## src/rtl/irw_pkg.sv

```systemverilog
package irw_pkg;

    localparam int unsigned WORD_W  = 32;
    localparam int unsigned ENTRY_W = 64;

    // What the current select value points at.
    typedef enum logic [2:0] {
        SEL_IDENT = 3'd0,
        SEL_VER   = 3'd1,
        SEL_ARB   = 3'd2,
        SEL_ENTRY = 3'd3,
        SEL_NONE  = 3'd4
    } sel_kind_e;

endpackage

```

## src/rtl/irw_decode.sv

```systemverilog
module irw_decode
    import irw_pkg::*;
#(
    parameter int unsigned NUM_PINS  = 24,
    parameter int unsigned SEL_W     = 8,
    parameter int unsigned IDX_IDENT = 0,
    parameter int unsigned IDX_VER   = 1,
    parameter int unsigned IDX_ARB   = 2,
    parameter int unsigned TBL_BASE  = 16,
    localparam int unsigned IDX_W    = (NUM_PINS > 1) ? $clog2(NUM_PINS) : 1
) (
    input  logic [SEL_W-1:0] sel_i,
    output sel_kind_e        kind_o,
    output logic [IDX_W-1:0] ent_idx_o,
    output logic             upper_o
);

    logic [SEL_W-1:0] rel;
    logic             in_table;

    always_comb begin
        rel      = sel_i - SEL_W'(TBL_BASE);
        in_table = (sel_i >= SEL_W'(TBL_BASE)) &&
                   ({1'b0, rel[SEL_W-1:1]} < SEL_W'(NUM_PINS));
        ent_idx_o = IDX_W'(rel[SEL_W-1:1]);
        upper_o   = rel[0];
        if (sel_i == SEL_W'(IDX_IDENT))      kind_o = SEL_IDENT;
        else if (sel_i == SEL_W'(IDX_VER))   kind_o = SEL_VER;
        else if (sel_i == SEL_W'(IDX_ARB))   kind_o = SEL_ARB;
        else if (in_table)                   kind_o = SEL_ENTRY;
        else                                 kind_o = SEL_NONE;
    end

endmodule

```

## src/rtl/irw_table.sv

```systemverilog
module irw_table
    import irw_pkg::*;
#(
    parameter int unsigned NUM_PINS   = 24,
    parameter int unsigned MASK_BIT   = 16,
    parameter int unsigned REMOTE_BIT = 14,
    localparam int unsigned IDX_W     = (NUM_PINS > 1) ? $clog2(NUM_PINS) : 1
) (
    input  logic                        clk,
    input  logic                        rst_n,
    input  logic                        we_i,
    input  logic [IDX_W-1:0]            widx_i,
    input  logic                        whi_i,
    input  logic [WORD_W-1:0]           wdata_i,
    input  logic [IDX_W-1:0]            ridx_i,
    input  logic [NUM_PINS-1:0]         remote_i,
    output logic [WORD_W-1:0]           rd_lo_o,
    output logic [WORD_W-1:0]           rd_hi_o,
    output logic [NUM_PINS*ENTRY_W-1:0] entries_o
);

    localparam logic [ENTRY_W-1:0] ENTRY_RST = ENTRY_W'(1) << MASK_BIT;

    logic [ENTRY_W-1:0] ent_q [NUM_PINS];
    logic [ENTRY_W-1:0] ent_d [NUM_PINS];

    for (genvar i = 0; i < NUM_PINS; i++) begin : g_ent
        always_comb begin
            ent_d[i] = ent_q[i];
            if (we_i && (widx_i == IDX_W'(i))) begin
                if (whi_i) ent_d[i][ENTRY_W-1:WORD_W] = wdata_i;
                else       ent_d[i][WORD_W-1:0]       = wdata_i;
            end
            ent_d[i][REMOTE_BIT] = 1'b0;
        end

        always_ff @(posedge clk) begin
            if (!rst_n) ent_q[i] <= ENTRY_RST;
            else        ent_q[i] <= ent_d[i];
        end

        assign entries_o[i*ENTRY_W +: ENTRY_W] = ent_q[i];

        // an entry not addressed by a write keeps its value
        p_entry_hold_r6: assert property (@(posedge clk) disable iff (!rst_n)
            !(we_i && (widx_i == IDX_W'(i))) |=> $stable(entries_o[i*ENTRY_W +: ENTRY_W]));
    end

    always_comb begin
        rd_lo_o = '0;
        rd_hi_o = '0;
        for (int i = 0; i < NUM_PINS; i++) begin
            if (ridx_i == IDX_W'(i)) begin
                rd_lo_o             = ent_q[i][WORD_W-1:0];
                rd_hi_o             = ent_q[i][ENTRY_W-1:WORD_W];
                rd_lo_o[REMOTE_BIT] = remote_i[i];
            end
        end
    end

endmodule

```

## src/rtl/irw_window.sv

```systemverilog
module irw_window
    import irw_pkg::*;
#(
    parameter int unsigned NUM_PINS   = 24,
    parameter int unsigned ADDR_W     = 12,
    parameter int unsigned DEC_W      = 8,
    parameter int unsigned SEL_W      = 8,
    parameter int unsigned OFF_SEL    = 8'h00,
    parameter int unsigned OFF_WIN    = 8'h10,
    parameter int unsigned TBL_BASE   = 8'h10,
    parameter int unsigned VER_CODE   = 8'h11,
    parameter int unsigned CNT_LSB    = 16,
    parameter int unsigned ID_W       = 4,
    parameter int unsigned ID_LSB     = 24,
    parameter int unsigned MASK_BIT   = 16,
    parameter int unsigned REMOTE_BIT = 14
) (
    input  logic                        clk,
    input  logic                        rst_n,
    input  logic                        req_valid,
    input  logic                        req_write,
    input  logic [ADDR_W-1:0]           req_addr,
    input  logic [2:0]                  req_size,
    input  logic [WORD_W-1:0]           req_wdata,
    output logic                        rsp_valid,
    output logic [WORD_W-1:0]           rsp_data,
    input  logic [NUM_PINS-1:0]         remote_irr,
    output logic [NUM_PINS*ENTRY_W-1:0] entries_o,
    output logic                        rescan_req
);

    localparam int unsigned IDX_W = (NUM_PINS > 1) ? $clog2(NUM_PINS) : 1;
    localparam logic [WORD_W-1:0] VER_WORD =
        WORD_W'(VER_CODE) | (WORD_W'(NUM_PINS - 1) << CNT_LSB);

    typedef struct packed {
        logic [SEL_W-1:0]  sel;
        logic [ID_W-1:0]   id;
        logic              rsp_valid;
        logic [WORD_W-1:0] rsp_data;
        logic              rescan;
    } win_state_t;

    win_state_t st_d, st_q;

    sel_kind_e         kind;
    logic [IDX_W-1:0]  ent_idx;
    logic              upper;
    logic [WORD_W-1:0] rd_lo, rd_hi;
    logic              tbl_we;
    logic [DEC_W-1:0]  dec_addr;
    logic              hit_sel, hit_win, full_word;
    logic              unused_addr_hi;

    assign dec_addr       = req_addr[DEC_W-1:0];
    assign unused_addr_hi = ^req_addr[ADDR_W-1:DEC_W];
    assign hit_sel        = req_valid && (dec_addr == DEC_W'(OFF_SEL));
    assign hit_win        = req_valid && (dec_addr == DEC_W'(OFF_WIN));
    assign full_word      = (req_size == 3'd4);

    irw_decode #(
        .NUM_PINS (NUM_PINS),
        .SEL_W    (SEL_W),
        .IDX_IDENT(0),
        .IDX_VER  (1),
        .IDX_ARB  (2),
        .TBL_BASE (TBL_BASE)
    ) u_decode (
        .sel_i    (st_q.sel),
        .kind_o   (kind),
        .ent_idx_o(ent_idx),
        .upper_o  (upper)
    );

    irw_table #(
        .NUM_PINS  (NUM_PINS),
        .MASK_BIT  (MASK_BIT),
        .REMOTE_BIT(REMOTE_BIT)
    ) u_table (
        .clk      (clk),
        .rst_n    (rst_n),
        .we_i     (tbl_we),
        .widx_i   (ent_idx),
        .whi_i    (upper),
        .wdata_i  (req_wdata),
        .ridx_i   (ent_idx),
        .remote_i (remote_irr),
        .rd_lo_o  (rd_lo),
        .rd_hi_o  (rd_hi),
        .entries_o(entries_o)
    );

    always_comb begin
        st_d           = st_q;
        st_d.rescan    = 1'b0;
        st_d.rsp_valid = req_valid && !req_write;
        st_d.rsp_data  = '0;
        tbl_we         = 1'b0;

        if (req_write) begin
            if (hit_sel) begin
                st_d.sel = req_wdata[SEL_W-1:0];
            end else if (hit_win && full_word) begin
                case (kind)
                    SEL_IDENT: st_d.id = req_wdata[ID_LSB +: ID_W];
                    SEL_ENTRY: begin
                        tbl_we      = 1'b1;
                        st_d.rescan = 1'b1;
                    end
                    default: ;
                endcase
            end
        end else begin
            if (hit_sel) begin
                st_d.rsp_data = WORD_W'(st_q.sel);
            end else if (hit_win && full_word) begin
                case (kind)
                    SEL_IDENT, SEL_ARB: st_d.rsp_data = WORD_W'(st_q.id) << ID_LSB;
                    SEL_VER:            st_d.rsp_data = VER_WORD;
                    SEL_ENTRY:          st_d.rsp_data = upper ? rd_hi : rd_lo;
                    default:            st_d.rsp_data = '0;
                endcase
            end
        end
    end

    always_ff @(posedge clk) begin
        if (!rst_n) st_q <= '0;
        else        st_q <= st_d;
    end

    assign rsp_valid  = st_q.rsp_valid;
    assign rsp_data   = st_q.rsp_data;
    assign rescan_req = st_q.rescan;

    // a rescan is always preceded by a full-word window write to an entry
    p_rescan_source_r7: assert property (@(posedge clk) disable iff (!rst_n)
        rescan_req |-> $past(hit_win && req_write && full_word && (kind == SEL_ENTRY)));

    // narrow window writes leave the table and the identification alone
    p_narrow_write_r3: assert property (@(posedge clk) disable iff (!rst_n)
        (hit_win && req_write && !full_word) |=> ($stable(entries_o) && $stable(st_q.id)));

    // narrow window reads return zero
    p_narrow_read_r3: assert property (@(posedge clk) disable iff (!rst_n)
        (hit_win && !req_write && !full_word) |=> (rsp_valid && (rsp_data == '0)));

    // the select register changes only on a write to its offset
    p_sel_hold_r2: assert property (@(posedge clk) disable iff (!rst_n)
        !(hit_sel && req_write) |=> $stable(st_q.sel));

    // version reads return the fixed word
    p_version_r5: assert property (@(posedge clk) disable iff (!rst_n)
        (hit_win && !req_write && full_word && (kind == SEL_VER)) |=> (rsp_data == VER_WORD));

    // response valid follows each read request by one cycle
    p_rsp_timing_r10: assert property (@(posedge clk) disable iff (!rst_n)
        (req_valid && !req_write) |=> rsp_valid);
    p_rsp_quiet_r10: assert property (@(posedge clk) disable iff (!rst_n)
        !(req_valid && !req_write) |=> !rsp_valid);

endmodule

```

## config.mk

```make
export PLATFORM = sky130hd
export DESIGN_NAME = irw_window
export DESIGN_NICKNAME = d
export VERILOG_FILES = /design/src/rtl/irw_pkg.sv /design/src/rtl/irw_decode.sv /design/src/rtl/irw_table.sv /design/src/rtl/irw_window.sv
export SDC_FILE = /design/constraint.sdc
export NUM_CORES = 2
export LEC_CHECK = 0
export BUFFER_PORTS_ARGS = -buffer_cell sky130_fd_sc_hd__buf_2
export CAP_MARGIN = 20
export CORE_AREA = 2 2 644 646
export CTS_BUF_LIST = sky130_fd_sc_hd__clkbuf_4 sky130_fd_sc_hd__clkbuf_8
export DETAILED_ROUTE_END_ITERATION = 8
export DIE_AREA = 0 0 646 648
export SKIP_LAST_GASP = 1
export SYNTH_ARGS = -nofsm -noshare
export SYNTH_HDL_FRONTEND = slang
export SYNTH_SLANG_ARGS = --single-unit
```

## constraint.sdc

```tcl
create_clock -name clk -period 3.3 [get_ports clk]
set_clock_uncertainty 0.15 [all_clocks]
set_input_delay 0.495 -clock clk [delete_from_list [all_inputs] [get_ports clk]]
set_output_delay 0.495 -clock clk [all_outputs]
set_load 0.02 [all_outputs]
```

# Word-level counts from Yosys, hierarchy flattened

Memory sizes are Yosys's and may differ from the RTL's.
Index checks and enable logic that the tools add are counted.

Flip-flop bits (word level): 46
Latch bits: 0
Logic and storage cells: 264
Memories: 1
Bits in writable memories: 1512
Bits in read-only memories: 0

Multipliers: 0
Shift operators: 0
Equal/unequal tests: 30
Reduce and logical (&&, ||, !) cells: 39
Add/subtract/negate cells: 1
Div/mod/pow operators: 0
Bitwise logic cells: 27
$lt $le $gt $ge: 2
Multiplexer cells: 158

Memories:

| memory        | depth | bits a word | read ports | clocked after memory_dff | write ports | line            | text |
|---|---|---|---|---|---|---|---|
| u_table.ent_q | 24    | 63          | 24         | 0                        | 24          | irw_table.sv:24 | `logic [ENTRY_W-1:0] ent_q [NUM_PINS];` |

Operators with widths:

| operator            | count |
|---|---|
| $mux 32             | 97 |
| $mux 64             | 24 |
| $mux 63             | 24 |
| $pmux 32 s3         | 1 |
| $eq 5x4->1 const B  | 8 |
| $eq 5x5->1 const B  | 8 |
| $logic_and 1x1->1   | 29 |
| $or 1x1->1          | 24 |
| $eq 5x3->1 const B  | 4 |
| $logic_not 8->1     | 2 |
| $mux 8              | 2 |
| $mux 3              | 4 |
| $eq 5x2->1 const B  | 2 |
| $eq 8x1->1 const B  | 1 |
| $eq 8x2->1 const B  | 1 |
| $eq 8x5->1 const B  | 1 |
| $ge 8x5->1 const B  | 1 |
| $sub 8x5->8 const B | 1 |
| $lt 7x5->1 const B  | 1 |
| $eq 3x2->1 const B  | 2 |
| $mux 1              | 6 |
| $eq 5x1->1 const B  | 1 |
| $logic_not 5->1     | 1 |
| $reduce_and 4->1    | 1 |
| 8 further kinds     | 11 |

# Depth between registers and ports, before layout

Depth after elaboration: 30
Depth in mapped cells: 16
Depth with buffers taken out: 10

# Modules after synthesis

From an unflattened synthesis, not the netlist that was laid out.

Cell total of the unflattened synthesis: 9210
Area, all modules: 71939.0 sq um

Modules (own cells, without submodules):

| module     | cells each | area an instance (sq um) | times used |
|---|---|---|---|
| irw_table  | 8963       | 69593.0                  | 1 |
| irw_window | 223        | 2190.9                   | 1 |
| irw_decode | 24         | 155.1                    | 1 |

# Worst setup path after synthesis

No wires, ideal clock.

Path type: flip-flop to flip-flop
Start: register st_q[42] (netlist bit)
End: register st_q (netlist bit rsp_data[6])
Data required time: 3033 ps
Library setup time: 117 ps
Stages on the path, launching flop included: 14
Slack: 380 ps
Data arrival time: 2652 ps
Period minus slack after synthesis: 2920 ps
Cell sequence: dfxtp_1 -> buf_4 -> buf_4 -> inv_1 -> ha_1 -> buf_4 -> nand2_1 -> nor3_1 -> a221o_1 -> a221oi_2 -> a22o_1 -> nand4_1 -> a221o_1 -> a32o_1

Cells in the longest elaborated chain, start to end: 30
Elaborated cells between the ends (all ways): 92

RTL lines:

| item                   | line              | text |
|---|---|---|
| from (decl)            | irw_window.sv:44  | `win_state_t st_d, st_q;` |
| from (signal assigned) | irw_window.sv:129 | `else st_q <= st_d;` |
| $sub 8x5->8            | irw_decode.sv:22  | `rel = sel_i - SEL_W'(TBL_BASE);` |
| $logic_not 5->1        | irw_table.sv:53   | `if (ridx_i == IDX_W'(i)) begin` |
| $mux 32 (24 in a row)  | irw_table.sv:53   |  |
| $mux 32                | irw_window.sv:120 | `SEL_ENTRY: st_d.rsp_data = upper ? rd_hi : rd_lo;` |
| $pmux 32 s3 (*)        | irw_window.sv:117 | `case (kind)` |
| $mux 8 (*)             | irw_window.sv:116 | `end else if (hit_win && full_word) begin` |
| $mux 8 (*)             | irw_window.sv:114 | `if (hit_sel) begin` |

Mark *: on every way between the ends. The rest lies on a longest branch, timed or not.
A chain may end at the register's enable or synchronous reset.

# Worst setup path in the final report

Start: register st_q[40] (netlist bit)
End: register st_q (netlist bit rsp_data[3])

Same word-level chain as after synthesis.

==> results by group <==
Run status
  – Status: complete, but fails checks
  – Failing checks: setup timing

Drt
  – Overall via count from detail_route: between 80000 and 90000
  – Avg Vias per Cell: 5.27
  – Routed length on met1: 264 mm
  – Post-route DRC violation count: 0
  – Count of routing violations after the opening detailed-route iteration: 16344
  – Amount of wire on met2 after detailed routing: 328 mm
  – Detailed Route WL: approximately 800 mm
  – Highest routed layer: met5
  – Detailed Routing Iterations Pass 1: 8
  – Number of nets still failing antenna checks after routing: 0
  – Amount of wire on met3 after detailed routing: 115 mm
  – Average detailed-routed wire length per instance: 47.6 um

Timing
  – Share of the cycle needed by the critical path after routing: 1.05
  – Final min period: 3450 ps
  – Count of final setup violators: 95
  – Aggregate negative setup slack: -5080 ps
  – RSZ-0062 raised after global routing: yes
  – Maximum clock frequency: between 0.2 and 0.3 GHz
  – Fin. Hold Viols: 0
  – Worst setup slack after layout: -152 ps
  – Max-slew violation count: 0
  – Worst-case headroom to the max-slew limit: 0.172
  – Final hold slack: around 120 ps
  – Actual slew at the worst max-slew pin: 1240 ps

Worst hold path
  – Class of the most critical hold timing path: input port to flop
  – Hold Path End: rsp_data[14]
  – Worst Hold Path Cells: 5
  – Critical hold path startpoint: remote_irr[18]

Pwr
  – Maximum vdd drop: between 0.2 and 0.3 mV
  – Leak pwr: around 39 nW
  – PD cells: 409 nW/um^2
  – Design Power: approximately 41 mW

Run
  – Max-Cap Viols: 0

GRT
  – Number of global-route vias before repair: just under 80000
  – Initial antenna violation count: 83
  – Pin count of the biggest net entering global routing: 215
  – Total overflow reported by the global router: 0
  – Overall routing resource usage: 0.365
  – Global-route wire length before repair: ~980 mm

CTS
  – CTS tree: yes
  – Number of buffers on the longest clock path: 4
  – CTS root buf: sky130_fd_sc_hd__clkbuf_8
  – Clock-pin slew of the registers on the worst-case setup and hold paths: 60 ps
  – CTS H-tree lvls: 5
  – Sinks on Clock Net: 1558
  – Number of CTS-inserted buffers: 291
  – Clock latency reported for the late side of the worst-skew pair: 1080 ps

Setup path
  – Nature of the critical path endpoint: flop
  – Crit Reg-Reg Startpoint: st_q[40]
  – Worst Reg-to-Reg Cells: 11
  – CP arrival: 4220 ps
  – Maximum fanout along the worst path: 6
  – Kind of start point of the critical path: flop
  – Critical path class: flop to flop
  – End of the worst register-to-register path: rsp_data[3]
  – Data required time of the critical path: 4060 ps
  – Setup slack on the worst flop-to-flop path: -150 ps

Die
  – Chip width: ~650 um
  – Core footprint: 412000 sq um
  – Cell row count: 236
  – Area of the die: 419000 sq um
  – Io pins: 1645
  – Initial cell density of the core: 0.171
  – Vert. Die Dim: ~650 um

Synth
  – Number of distinct library cells after synthesis: 86
  – Share of flip-flops with an asynchronous set or reset: 0
  – Mean Syn Cell Area: 7.93 sq um
  – Sequential share of the synthesized area: 0.443
  – Gate count of the mapped netlist: 8882
  – Netlist area before placement: roughly 70000 sq um
  – Flip-flop and latch count after synthesis: 1558
  – Warnings from Yosys: 0
  – Prevailing post-synth register cell: sky130_fd_sc_hd__dfxtp_1
  – Number of enable flip-flop cells after synthesis: 0

Finish
  – Final core area utilization: 0.246
  – Layout Area Growth over Synthesis: 43.9%
  – Fraction of final layout cells with drive strength greater than 1: 0.319
  – Final layout net count: 11158
  – Fill cell count: between 40000 and 50000

Placed design
  – GPL Wtd Cong: around 1.1
  – Count of buffers from port buffering: 1616
  – Post-Place Setup Slack: -795 ps
  – HPWL after detailed placement: 639 mm
Yosys cell counts (24+ instances only):
master                     instances  area share
sky130_fd_sc_hd__a21boi_0       1035        0.11
sky130_fd_sc_hd__buf_1            97      0.0052
sky130_fd_sc_hd__o21ai_0         202       0.014
sky130_fd_sc_hd__a22oi_1         241       0.026
sky130_fd_sc_hd__nor3_1           32      0.0023
sky130_fd_sc_hd__buf_4           101       0.011
sky130_fd_sc_hd__nor2_2           27      0.0024
sky130_fd_sc_hd__nand2_1        3266        0.17
sky130_fd_sc_hd__a31oi_1          33      0.0029
sky130_fd_sc_hd__a222oi_1         40      0.0057
sky130_fd_sc_hd__mux2i_1         100       0.014
sky130_fd_sc_hd__dfxtp_1        1558        0.44
sky130_fd_sc_hd__a221oi_1         75      0.0093
sky130_fd_sc_hd__a211oi_1         34      0.0036
sky130_fd_sc_hd__o22ai_1          56      0.0050
sky130_fd_sc_hd__a21boi_1        456       0.049
sky130_fd_sc_hd__clkbuf_1        346       0.018
sky130_fd_sc_hd__nand3_1          75      0.0053
sky130_fd_sc_hd__a22o_1           35      0.0043
sky130_fd_sc_hd__nor2_4           26      0.0042
sky130_fd_sc_hd__buf_2           367       0.026
sky130_fd_sc_hd__o211ai_1         27      0.0029
sky130_fd_sc_hd__nor2_1          118      0.0063
sky130_fd_sc_hd__a21oi_1         186       0.013
sky130_fd_sc_hd__nand4_1          43      0.0038
sky130_fd_sc_hd__o221ai_1         39      0.0048
sky130_fd_sc_hd__nor2b_1          24      0.0021
report_power, final:
| group | total, mW | internal (mW) | switching, mW |
|---|---|---|---|
| combinational | 1.69 | 0.453 | 1.23 |
| sequential | 18.8 | 18.8 | 0.000285 |
| clock | 21.0 | 11.2 | 9.79 |
| total | 41.5 | 30.5 | 11.0 |
worst max-delay path, cell delays in order, from the launching register on:
cell and delay [ps]:
sky130_fd_sc_hd__dfxtp_4 350, sky130_fd_sc_hd__buf_4 190, sky130_fd_sc_hd__nand2b_2 280, sky130_fd_sc_hd__buf_4 300, sky130_fd_sc_hd__nor2_4 140, sky130_fd_sc_hd__buf_12 180
sky130_fd_sc_hd__a221oi_4 220, sky130_fd_sc_hd__buf_4 180, sky130_fd_sc_hd__nand4b_1 380, sky130_fd_sc_hd__nor3_4 590, sky130_fd_sc_hd__a2111oi_4 100, sky130_fd_sc_hd__a22o_1 220
cell families (layout without fill, tap and decap cells):
family          after synthesis  in the layout  synth area share
buf+inv                     936           3312            0.0627
fa+ha+maj                     2              2          0.000355
mux                         123            123            0.0204
simple gates               3693           3694             0.209
flops                      1558           1558             0.443
compound gates             2569           2569             0.265
other cells                   1             69         0.0000532
metal layers:
layer / global-route usage / vias up
li1: - / 34625
met1: 0.388 / 43612
met2: 0.541 / 8027
met3: 0.173 / 2185
met4: 0.320 / 28
met5: 0.000116 / -
cells in the final DEF (no fill, tap or decap), drive strengths merged, types with 8 or more instances in the layout:
master and n:
a2111oi 15, a211oi 34, a21boi 1491, a21oi 186
a221o 12, a221oi 76, a222oi 40, a22o 35
a22oi 241, a31oi 33, a32o 8, and2 10
and3 19, buf 2755, clkbuf 452, clkinv 25
clkinvlp 9, conb 24, dfxtp 1558, diode 45
dlygate4sd3 43, inv 22, mux2i 100, mux4 16
nand2 3274, nand3 76, nand4 43, nor2 172
nor2b 24, nor3 37, o2111ai 8, o211ai 27
o21ai 206, o221ai 39, o22ai 56, o2bb2ai 12
o31ai 8
final cells by class:
cell class	count	area (sq um)	area share
clock buffers	450	5650	0.0557
multi-input cells	6412	36500	0.360
repair buffers	2802	20600	0.203
diodes	45	113	0.00111
inverters	16	63.8	0.000629
flip-flops and latches	1558	31200	0.308
well taps	5474	6850	0.0676
clock inverters	44	397	0.00391
sequential cells by signal (all words and copies together) (netlist names):
name           count
rescan_req         1
rsp_data          32
rsp_valid          1
st_q              12
u_table.ent_q   1512
stage by stage:
stage               cell area (sq um)  std cells
floorplan                       70600       8905
detailed placement              93000      16152
global placement                93000      16149
CTS                            101000      16715
finish                         101000      16801
global route                   101000      16764
worst max-delay path by stage:
stage,startpoint,to,slack [ps],cells after the start
after floorplan,st_q[42],rsp_data[6],380,13
after global placement,st_q[43],rsp_data[10],-860,15
after detailed placement,st_q[43],rsp_data[3],-790,14
after CTS,st_q[41],rsp_data[3],-100,11
after global routing,st_q[42],rsp_data[5],-120,15
final,st_q[40],rsp_data[3],-150,11
timing repair:
action	CTS	global route
endpoints found under the setup margin	35	39
buffers inserted	26	41
hold endpoints to repair	666	0
resized for setup	145	98
cloned	3	2
hold buffers	43	0
pin swaps	34	62
Note: power is estimated with default switching activity, not from simulation.
